`src/rtl/octal_alu_pkg.sv`:
```
package octal_alu_pkg;

    typedef enum logic [2:0] {
        OP_ADD = 3'd0,
        OP_SUB = 3'd1,
        OP_INV = 3'd2,
        OP_AND = 3'd3,
        OP_OR  = 3'd4,
        OP_XOR = 3'd5,
        OP_LTU = 3'd6,
        OP_EQ  = 3'd7
    } alu_op_e;

endpackage

```
`src/rtl/octal_alu_addsub.sv`:
```
module octal_alu_addsub #(
    parameter int WIDTH = 32
) (
    input  logic [WIDTH-1:0] a_i,
    input  logic [WIDTH-1:0] b_i,
    input  logic             sub_i,
    output logic [WIDTH-1:0] sum_o
);
    localparam int PadW = WIDTH - 1;

    logic [WIDTH-1:0] b_eff_d;
    logic [WIDTH-1:0] cin_d;

    always_comb begin
        b_eff_d = sub_i ? ~b_i : b_i;
        cin_d   = {{PadW{1'b0}}, sub_i};
        sum_o   = a_i + b_eff_d + cin_d;
    end
endmodule

```
`src/rtl/octal_alu_bitwise.sv`:
```
module octal_alu_bitwise #(
    parameter int WIDTH = 32
) (
    input  logic [WIDTH-1:0] a_i,
    input  logic [WIDTH-1:0] b_i,
    output logic [WIDTH-1:0] inv_o,
    output logic [WIDTH-1:0] and_o,
    output logic [WIDTH-1:0] or_o,
    output logic [WIDTH-1:0] xor_o
);
    always_comb begin
        inv_o = ~a_i;
        and_o = a_i & b_i;
        or_o  = a_i | b_i;
        xor_o = a_i ^ b_i;
    end
endmodule

```
`src/rtl/octal_alu_compare.sv`:
```
module octal_alu_compare #(
    parameter int WIDTH = 32
) (
    input  logic [WIDTH-1:0] a_i,
    input  logic [WIDTH-1:0] b_i,
    output logic             ltu_o,
    output logic             eq_o
);
    always_comb begin
        ltu_o = (a_i < b_i);
        eq_o  = ~|(a_i ^ b_i);
    end
endmodule

```
`src/rtl/octal_alu.sv`:
```
module octal_alu
    import octal_alu_pkg::*;
#(
    parameter int WIDTH = 32
) (
    input  logic [WIDTH-1:0] opnd_a,
    input  logic [WIDTH-1:0] opnd_b,
    input  logic [2:0]       op_sel,
    output logic [WIDTH-1:0] result
);
    localparam int PadW = WIDTH - 1;

    typedef struct packed {
        logic [WIDTH-1:0] word;
    } alu_out_t;

    alu_out_t         out_d;
    logic [WIDTH-1:0] addsub_d;
    logic [WIDTH-1:0] inv_d;
    logic [WIDTH-1:0] and_d;
    logic [WIDTH-1:0] or_d;
    logic [WIDTH-1:0] xor_d;
    logic             ltu_d;
    logic             eq_d;
    logic             sub_d;

    assign sub_d = (op_sel == OP_SUB);

    octal_alu_addsub #(.WIDTH(WIDTH)) u_addsub (
        .a_i   (opnd_a),
        .b_i   (opnd_b),
        .sub_i (sub_d),
        .sum_o (addsub_d)
    );

    octal_alu_bitwise #(.WIDTH(WIDTH)) u_bitwise (
        .a_i   (opnd_a),
        .b_i   (opnd_b),
        .inv_o (inv_d),
        .and_o (and_d),
        .or_o  (or_d),
        .xor_o (xor_d)
    );

    octal_alu_compare #(.WIDTH(WIDTH)) u_compare (
        .a_i   (opnd_a),
        .b_i   (opnd_b),
        .ltu_o (ltu_d),
        .eq_o  (eq_d)
    );

    always_comb begin
        out_d = '0;
        case (alu_op_e'(op_sel))
            OP_ADD:  out_d.word = addsub_d;
            OP_SUB:  out_d.word = addsub_d;
            OP_INV:  out_d.word = inv_d;
            OP_AND:  out_d.word = and_d;
            OP_OR:   out_d.word = or_d;
            OP_XOR:  out_d.word = xor_d;
            OP_LTU:  out_d.word = {{PadW{1'b0}}, ltu_d};
            OP_EQ:   out_d.word = {{PadW{1'b0}}, eq_d};
            default: out_d.word = '0;
        endcase
    end

    assign result = out_d.word;
endmodule

```
`config.mk`:
```
export PLATFORM = sky130hd
export DESIGN_NAME = octal_alu
export DESIGN_NICKNAME = d
export VERILOG_FILES = /design/src/rtl/octal_alu_pkg.sv /design/src/rtl/octal_alu_addsub.sv /design/src/rtl/octal_alu_bitwise.sv /design/src/rtl/octal_alu_compare.sv /design/src/rtl/octal_alu.sv
export SDC_FILE = /design/constraint.sdc
export NUM_CORES = 1
export LEC_CHECK = 0
export BUFFER_PORTS_ARGS = -buffer_cell sky130_fd_sc_hd__buf_2
export CAP_MARGIN = 25
export CORE_ASPECT_RATIO = 2
export CORE_UTILIZATION = 40
export DETAILED_ROUTE_END_ITERATION = 10
export PLACE_DENSITY = 0.69
export SETUP_SLACK_MARGIN = 0.1
export SYNTH_ARGS = -nofsm -noshare
export SYNTH_HDL_FRONTEND = slang
export SYNTH_SLANG_ARGS = --single-unit
```
`constraint.sdc`:
```
create_clock -name vclk -period 8
set_input_delay 0.4 -clock vclk [all_inputs]
set_output_delay 0.4 -clock vclk [all_outputs]
set_load 0.005 [all_outputs]
```
== Word level (Yosys, flattened, before mapping) ==
Cells that the tools add are included.
Cells by class
  multiply operators: 0
  add/subtract/negate cells: 2
  bitwise gates (word level): 5
  reduce and logical (&&, ||, !) cells: 4
  equal/unequal tests: 7
  shifts and indexed selects: 0
  multiplexer cells: 2
  div/mod/pow operators: 0
  $lt $le $gt $ge: 1
Operators with widths (count)
  $pmux W32 S7: 1
  $not A32 Y32: 2
  $add A32 B1 Y32: 1
  $add A32 B32 Y32: 1
  $and A32 B32 Y32: 1
  $lt A32 B32 Y1: 1
  $mux W32: 1
  $or A32 B32 Y32: 1
  $reduce_or A32 Y1: 1
  $xor A32 B32 Y32: 1
  $eq A3 B3 Y1 const B: 4
  $eq A3 B2 Y1 const B: 2
  $eq A3 B1 Y1 const B: 1
  $logic_not A3 Y1: 1
  $reduce_or A2 Y1: 1
  $logic_not A1 Y1: 1
Storage, ports and cells
  RAM bits: 0
  output and inout bits: 32
  bits in latches: 0
  bits in read-only memories: 0
  logic and storage cells: 21
  register bits after elaboration: 0
  input bits: 67
  memories: 0

== Logic depth before layout (Yosys ltp) ==
Gate-level depths: netlist of run 1.
  depth after elaboration: 5
  mapped depth: 15
  depth with buffers taken out: 11

== Hierarchy ==
From an unflattened synthesis of run 1, not the netlist that was laid out.
Second synthesis, totals
  cells, all modules: 765
  area, all modules: 5627.9 µm²
By module, submodules not included
  octal_alu_addsub: instances 1, area an instance 2294.7 µm², sequential area each 0.0 µm², cells each 307
  octal_alu: instances 1, area an instance 1360.1 µm², sequential area each 0.0 µm², cells each 183
  octal_alu_bitwise: instances 1, area an instance 1161.1 µm², sequential area each 0.0 µm², cells each 160
  octal_alu_compare: instances 1, area an instance 812.0 µm², sequential area each 0.0 µm², cells each 115

== Least setup slack after synthesis of run 1 ==
OpenSTA, ideal clock, no wires.
  path type: input port to output port
  start point: input port op_sel[0]
  end point: output port result[25]
  path buffers: 4
  arrival time: 3.643 ns
  setup slack: 3.957 ns
  cell stages on the path: 15
  data required time: 7.600 ns
  path through: buf_4 -> or3b_1 -> buf_2 -> buf_1 -> xnor2_1 -> ha_1 -> clkbuf_1 -> a21o_1 -> a21oi_1 -> o32ai_1 -> nor3_1 -> o41ai_4 -> o31a_2 -> nor4b_1 -> or3_1
Between the ends
  word-level cells in the longest chain between the ends: 5
  elaborated cells on any way between the ends: 13
  classes of those cells: add/sub: 2; eq/ne: 7; mux: 2; reduce/logical: 2
Ends and longest elaborated chain
  start, declared: line octal_alu.sv:8  | input logic [2:0] op_sel,
  $eq A3 B1 Y1: line octal_alu.sv:27, octal_alu.sv:54
  $mux W32: line octal_alu_addsub.sv:15  | b_eff_d = sub_i ? ~b_i : b_i;
  $add A32 B32 Y32: line octal_alu_addsub.sv:17  | sum_o = a_i + b_eff_d + cin_d;
  $add A32 B1 Y32: line octal_alu_addsub.sv:17
  $pmux W32 S7 *: line octal_alu.sv:54  | case (alu_op_e'(op_sel))
  end, declared: line octal_alu.sv:9  | output logic [WIDTH-1:0] result
Mark *: on every way between the ends. The rest lies on a longest branch, timed or not.

== Worst setup path after layout of run 1 ==
  start point: input port op_sel[0]
  end point: output port result[26]
Same word-level chain as after synthesis.

==> metrics.yaml, run 1 <==
seq_cell_count: 0
grt_max_degree: 62
post-dp-hpwl_mm: 12.37
layout.cells.most_common: "ha_1"
antenna_cells: 0
drv_slew: 0
final_nets: 990
initial_core_util: 0.4108
rsz0062_at_grt: "false"
grt_pass1_wl_mm: 24.25
hold_buffers: 0
finalWeightedCongestion: 0.9302
grt_overflow_total: 0
track_usage: 0.2329
synth_area_um2: 4981
drc: 0
ios: 99
die_area_um2: 12930
period_share: 0.6457
cp.arrival_ns: 4.77
synth.yosys.warnings: 0
worstMarginPinSlew_ns: 1.005
peakVddDrop_mv: 0.03544
rows: 57
area_growth_pct: 11.08
final_area_um2: 5533
wl_mm: 14.99
outcome: "finished, final reports clean"
relSlewSlack: 0.3268
total_leakage_power_uw: 0.002815
required_ns: 7.60
hold_class: "in -> out"
nClkBuffers: 0
p_per_area_nw_per_um2: 76.81
hold_viol: 0
synth.distinct_cells: 60
worstPathMaxFanout: 56
cts_resized: 0
vias_per_cell: 5.623
drive_above_1_share: 0.1448
seq_area_um2: 0
postPlaceCellArea_um2: 5533
core_area_um2: 12120
dieHeight_um: 159.8
routedWlPerCell_um: 15.93
syn_nets: 926
cts_setup_buffers: 0
seq_area_frac_synth: 0
stdcell_count: 941
antenna_found_initial: 0
postLayoutCoreUtil: 0.4563
fin_total_pwr_uw: 425.0
endpoint_kind: "output pin"
setup_viol: 0
fin_setup_tns_ns: 0
drtIter0Drc: 291
maxCapViolations: 0
crit_type: "in -> out"
clock.fmax_mhz: 193.6
startpoint_type: "input port"
final_cell_mix: "ha_1 (126), buf_2 (98), inv_1 (85)"
grt_pass1_vias: 5198
port_buffers: 99
syn_inst: 732
dr.pass1.iters: 4
vias: 5291
die_x_um: 80.91
syn_avg_cell_area_um2: 6.805
dp_cells: 941
period_needed_ns: 5.166
drt.antenna.violating_nets: 0
-- report_power, final --
| group | switching, uW | internal, uW | total, uW |
|---|---|---|---|
| Combinational | 253 | 172 | 425 |
| Sequential | 0 | 0 | 0 |
| Clock | 0 | 0 | 0 |
| Total | 253 | 172 | 425 |
-- final cells by class --
type	count	area [um2]
inverters	85	319.1
fillers	1326	6591
well taps	147	183.9
repair buffers	102	520.5
multi-input cells	607	4509
-- critical path: stages --
cell and delay, ns:
buf_4 0.43, or3b_2 0.69, buf_4 0.33, xnor2_1 0.21, fa_1 0.44, a21o_1 0.21, a31oi_1 0.29, o2111ai_1 0.24
a21boi_0 0.55, o21ai_0 0.28, a31oi_1 0.27, xor2_1 0.16, o21ai_0 0.09, buf_2 0.15
-- synth_stat cells, types with 2 or more instances --
| cell | instances | area, um2 |
|---|---|---|
| nand2_1 | 63 | 236.5 |
| a211oi_1 | 2 | 15.01 |
| o211ai_1 | 12 | 90.09 |
| or4_1 | 3 | 22.52 |
| nand2b_1 | 4 | 25.02 |
| o21bai_1 | 8 | 60.06 |
| buf_1 | 4 | 15.01 |
| o32ai_1 | 2 | 17.52 |
| nand3_1 | 10 | 50.05 |
| o31ai_1 | 3 | 22.52 |
| a22oi_1 | 19 | 142.6 |
| clkbuf_1 | 34 | 127.6 |
| nor4b_1 | 2 | 17.52 |
| a21boi_0 | 2 | 15.01 |
| inv_1 | 85 | 319.1 |
| o21ai_0 | 70 | 350.3 |
| a21oi_1 | 64 | 320.3 |
| xnor2_1 | 44 | 385.4 |
| nor3_1 | 8 | 40.04 |
| nor2_1 | 56 | 210.2 |
| o21a_1 | 7 | 52.55 |
| nor2b_1 | 4 | 25.02 |
| ha_1 | 126 | 1577 |
| a21o_1 | 9 | 67.56 |
| a31oi_1 | 4 | 25.02 |
| nand4_1 | 11 | 68.82 |
| and3_1 | 3 | 18.77 |
| o21ba_2 | 2 | 20.02 |
| nand4b_1 | 2 | 17.52 |
| o22ai_1 | 11 | 68.82 |
| o221ai_1 | 2 | 17.52 |
| mux2i_1 | 11 | 110.1 |
| nor4_1 | 6 | 37.54 |
| xor2_1 | 13 | 113.9 |
-- logic make-up after synthesis --
kind of cell,after synthesis,share of synthesized area
compound gates,235,0.2989
xor+xnor,57,0.1002
fa+ha+maj,127,0.3205
buf+inv,125,0.09520
mux,12,0.02437
simple gates,176,0.1608
-- per-layer routing --
| metal | vias up | global-route usage | wire (um) |
|---|---|---|---|
| met5 | - | 0 | 0 |
| met4 | 0 | 0.1055 | 771 |
| met3 | 43 | 0.01086 | 579 |
| met2 | 148 | 0.4576 | 8300 |
| met1 | 2419 | 0.2374 | 5337 |
| li1 | 2681 | - | - |
-- through the flow --
step                setup WS, ns  hold slack (ns)
global placement           2.882            1.261
finish                     2.834            1.261
CTS                        2.774            1.263
floorplan                  3.957           0.9509
detailed placement         2.800            1.262
global route               2.375            1.311
-- worst paths after layout --
| kind | startpoint | to | slack (ns) | depth (start not counted) |
|---|---|---|---|---|
| setup / recovery | op_sel[0] | result[26] | 2.83 | 14 |
| hold / removal | opnd_a[21] | result[21] | 1.26 | 5 |
No activity file was read; power rests on OpenSTA's default activity.
==> run 2, diff against run 1 <==
clock period = 5.3 ns   (was 8 ns; I/O delays follow)
==> run 2 against run 1 <==
  * Routed wire length grew 0.96%
  * Worst setup slack lost 1.9 ns
  * Flip-flop and latch count is the same
  * Final area grew 0.41%
  * Core utilization grew 0.19 points
  * Sequential share of layout area is the same
  * Highest routed layer unchanged
  * Die area is the same
  * Critical path type unchanged
==> metrics.yaml, run 2 (same netlist as run 1, synthesis figures left out) <==
drt.antenna.violating_nets: 0  # unchanged
required_ns: 5.04  # -2.56 ns
dp_cells: 944  # +0.32%
drc: 0  # unchanged
drv_slew: 0  # unchanged
setup_viol: 0  # unchanged
seq_area_um2: 0  # unchanged
ios: 99  # unchanged
total_leakage_power_uw: 0.002829  # +0.49%
port_buffers: 99  # unchanged
antenna_found_initial: 0  # unchanged
critPathTopFamily: "compound AO/OA/AOI/OAI gates"
outcome: "finished, final reports clean"
cts_resized: 0  # unchanged
area_growth_pct: 11.53
worstMarginPinSlew_ns: 1.022  # +0.01684 ns
post-place-ws_ns: 1.004  # -1.796 ns
clkPwrFrac: 0  # unchanged
crit_type: "in -> out"
dieHeight_um: 159.8  # unchanged
die_area_um2: 12930  # unchanged
initial_core_util: 0.4108  # unchanged
power.switching_uw: 384.3  # +52%
cpMostUsedCell: "buf_4"
final_nets: 993  # +0.30%
path_buf_inv: 3  # unchanged
crit_path_top_delay_cell: "a21boi_0"
fillers: 1342  # +1.2%
slowest_delay_ns: 0.61  # -0.08 ns
startpoint_type: "input port"
period_share: 0.8175
endpoint_kind: "output pin"
antenna_cells: 0  # unchanged
core_area_um2: 12120  # unchanged
dr.pass1.iters: 5  # +1
vias_per_cell: 5.589  # -0.60%
maxCapViolations: 0  # unchanged
cp.arrival_ns: 4.07  # -0.70 ns
stdcell_count: 944  # +0.32%
drive_above_1_share: 0.1481  # +0.003219
grt_overflow_total: 0  # unchanged
layout.cells.most_common: "ha_1"
p_per_area_nw_per_um2: 116.2  # +51%
drtIter0Drc: 195  # -33%
die_x_um: 80.91  # unchanged
switching_share: 0.5954  # about the same
fin_ws_ns: 0.9675  # -1.867 ns
hold_buffers: 0  # unchanged
seq_cell_count: 0  # unchanged
rows: 57  # unchanged
relSlewSlack: 0.3155  # -0.01128
power_frac_seq: 0  # unchanged
rsz0062_at_grt: "false"
vias: 5276  # -0.28%
fin_setup_tns_ns: 0  # unchanged
grt_pass1_wl_mm: 23.81  # -1.8%
cts_setup_buffers: 0  # unchanged
hold_slack_ns: 0.9841  # -0.2767 ns
post-dp-hpwl_mm: 12.41  # +0.30%
nClkBuffers: 0  # unchanged
critical_path.cell_chain: "buf_4 -> or3b_2 -> buf_4 -> xnor2_1 -> ha_1 -> a21oi_1 -> o21a_1 -> o2111ai_1 -> a21boi_0 -> o31ai_1 -> o311ai_0 -> buf_2"
combPwrFrac: 1.000  # about the same
grt_pass1_vias: 5123  # -1.4%
final_cell_mix: "ha_1 (126), buf_2 (98), inv_1 (85)"
power.internal_uw: 261.1  # +52%
finalWeightedCongestion: 0.9689  # +4.2%
period_needed_ns: 4.333
grt_max_degree: 106  # +71%
routedWlPerCell_um: 16.03  # +0.64%
track_usage: 0.2298  # -0.003116
clock.fmax_mhz: 230.8
worstPathMaxFanout: 17  # -70%
wl_mm: 15.13  # +0.96%
peakVddDrop_mv: 0.04460  # +26%
hold_class: "in -> out"
hold_viol: 0  # unchanged
-- run 2: cell types whose count changed in the layout (fill, tap and decap cells not counted), sizes merged --
cell	delta
buf	+3
-- run 2: area by class of cell --
class / count / area, um2 / share of cell area
timing repair buffer: 105 / 543.0 / 0.09775
inverter: 85 / 319.1 / 0.05743
multi-input combinational: 607 / 4509 / 0.8117
tap: 147 / 183.9 / 0.03311
-- run 2: through the flow --
| step | power [uW] | utilization | area, um2 |
|---|---|---|---|
| after floorplan | 436.7 | - | 4981 |
| after global placement | 638.2 | 0.4582 | 5555 |
| after detailed placement | 641.1 | 0.4582 | 5555 |
| after CTS | 645.1 | 0.4582 | 5555 |
| after global routing | 715.9 | 0.4582 | 5555 |
| final | 645.4 | 0.4582 | 5555 |
-- run 2: final timing paths --
check | slack, ns | start | to | depth (start not counted)
worst max-delay path | 0.97 | op_sel[0] | result[30] | 12
worst min-delay path | 0.98 | opnd_a[21] | result[21] | 5
-- run 2: power groups by stage --
stage               Combinational, uW  Sequential, uW  Clock (uW)
floorplan                         437               0           0
global placement                  638               0           0
detailed placement                641               0           0
CTS                               645               0           0
global route                      716               0           0
finish                            645               0           0
-- run 2: layer usage --
| layer | share of wire | vias to the layer above | track usage |
|---|---|---|---|
| li1 | - | 2686 | - |
| met1 | 0.37 | 2408 | 0.2311 |
| met2 | 0.55 | 141 | 0.4587 |
| met3 | 0.034 | 41 | 0.01029 |
| met4 | 0.050 | 0 | 0.09659 |
| met5 | 0 | - | 0 |
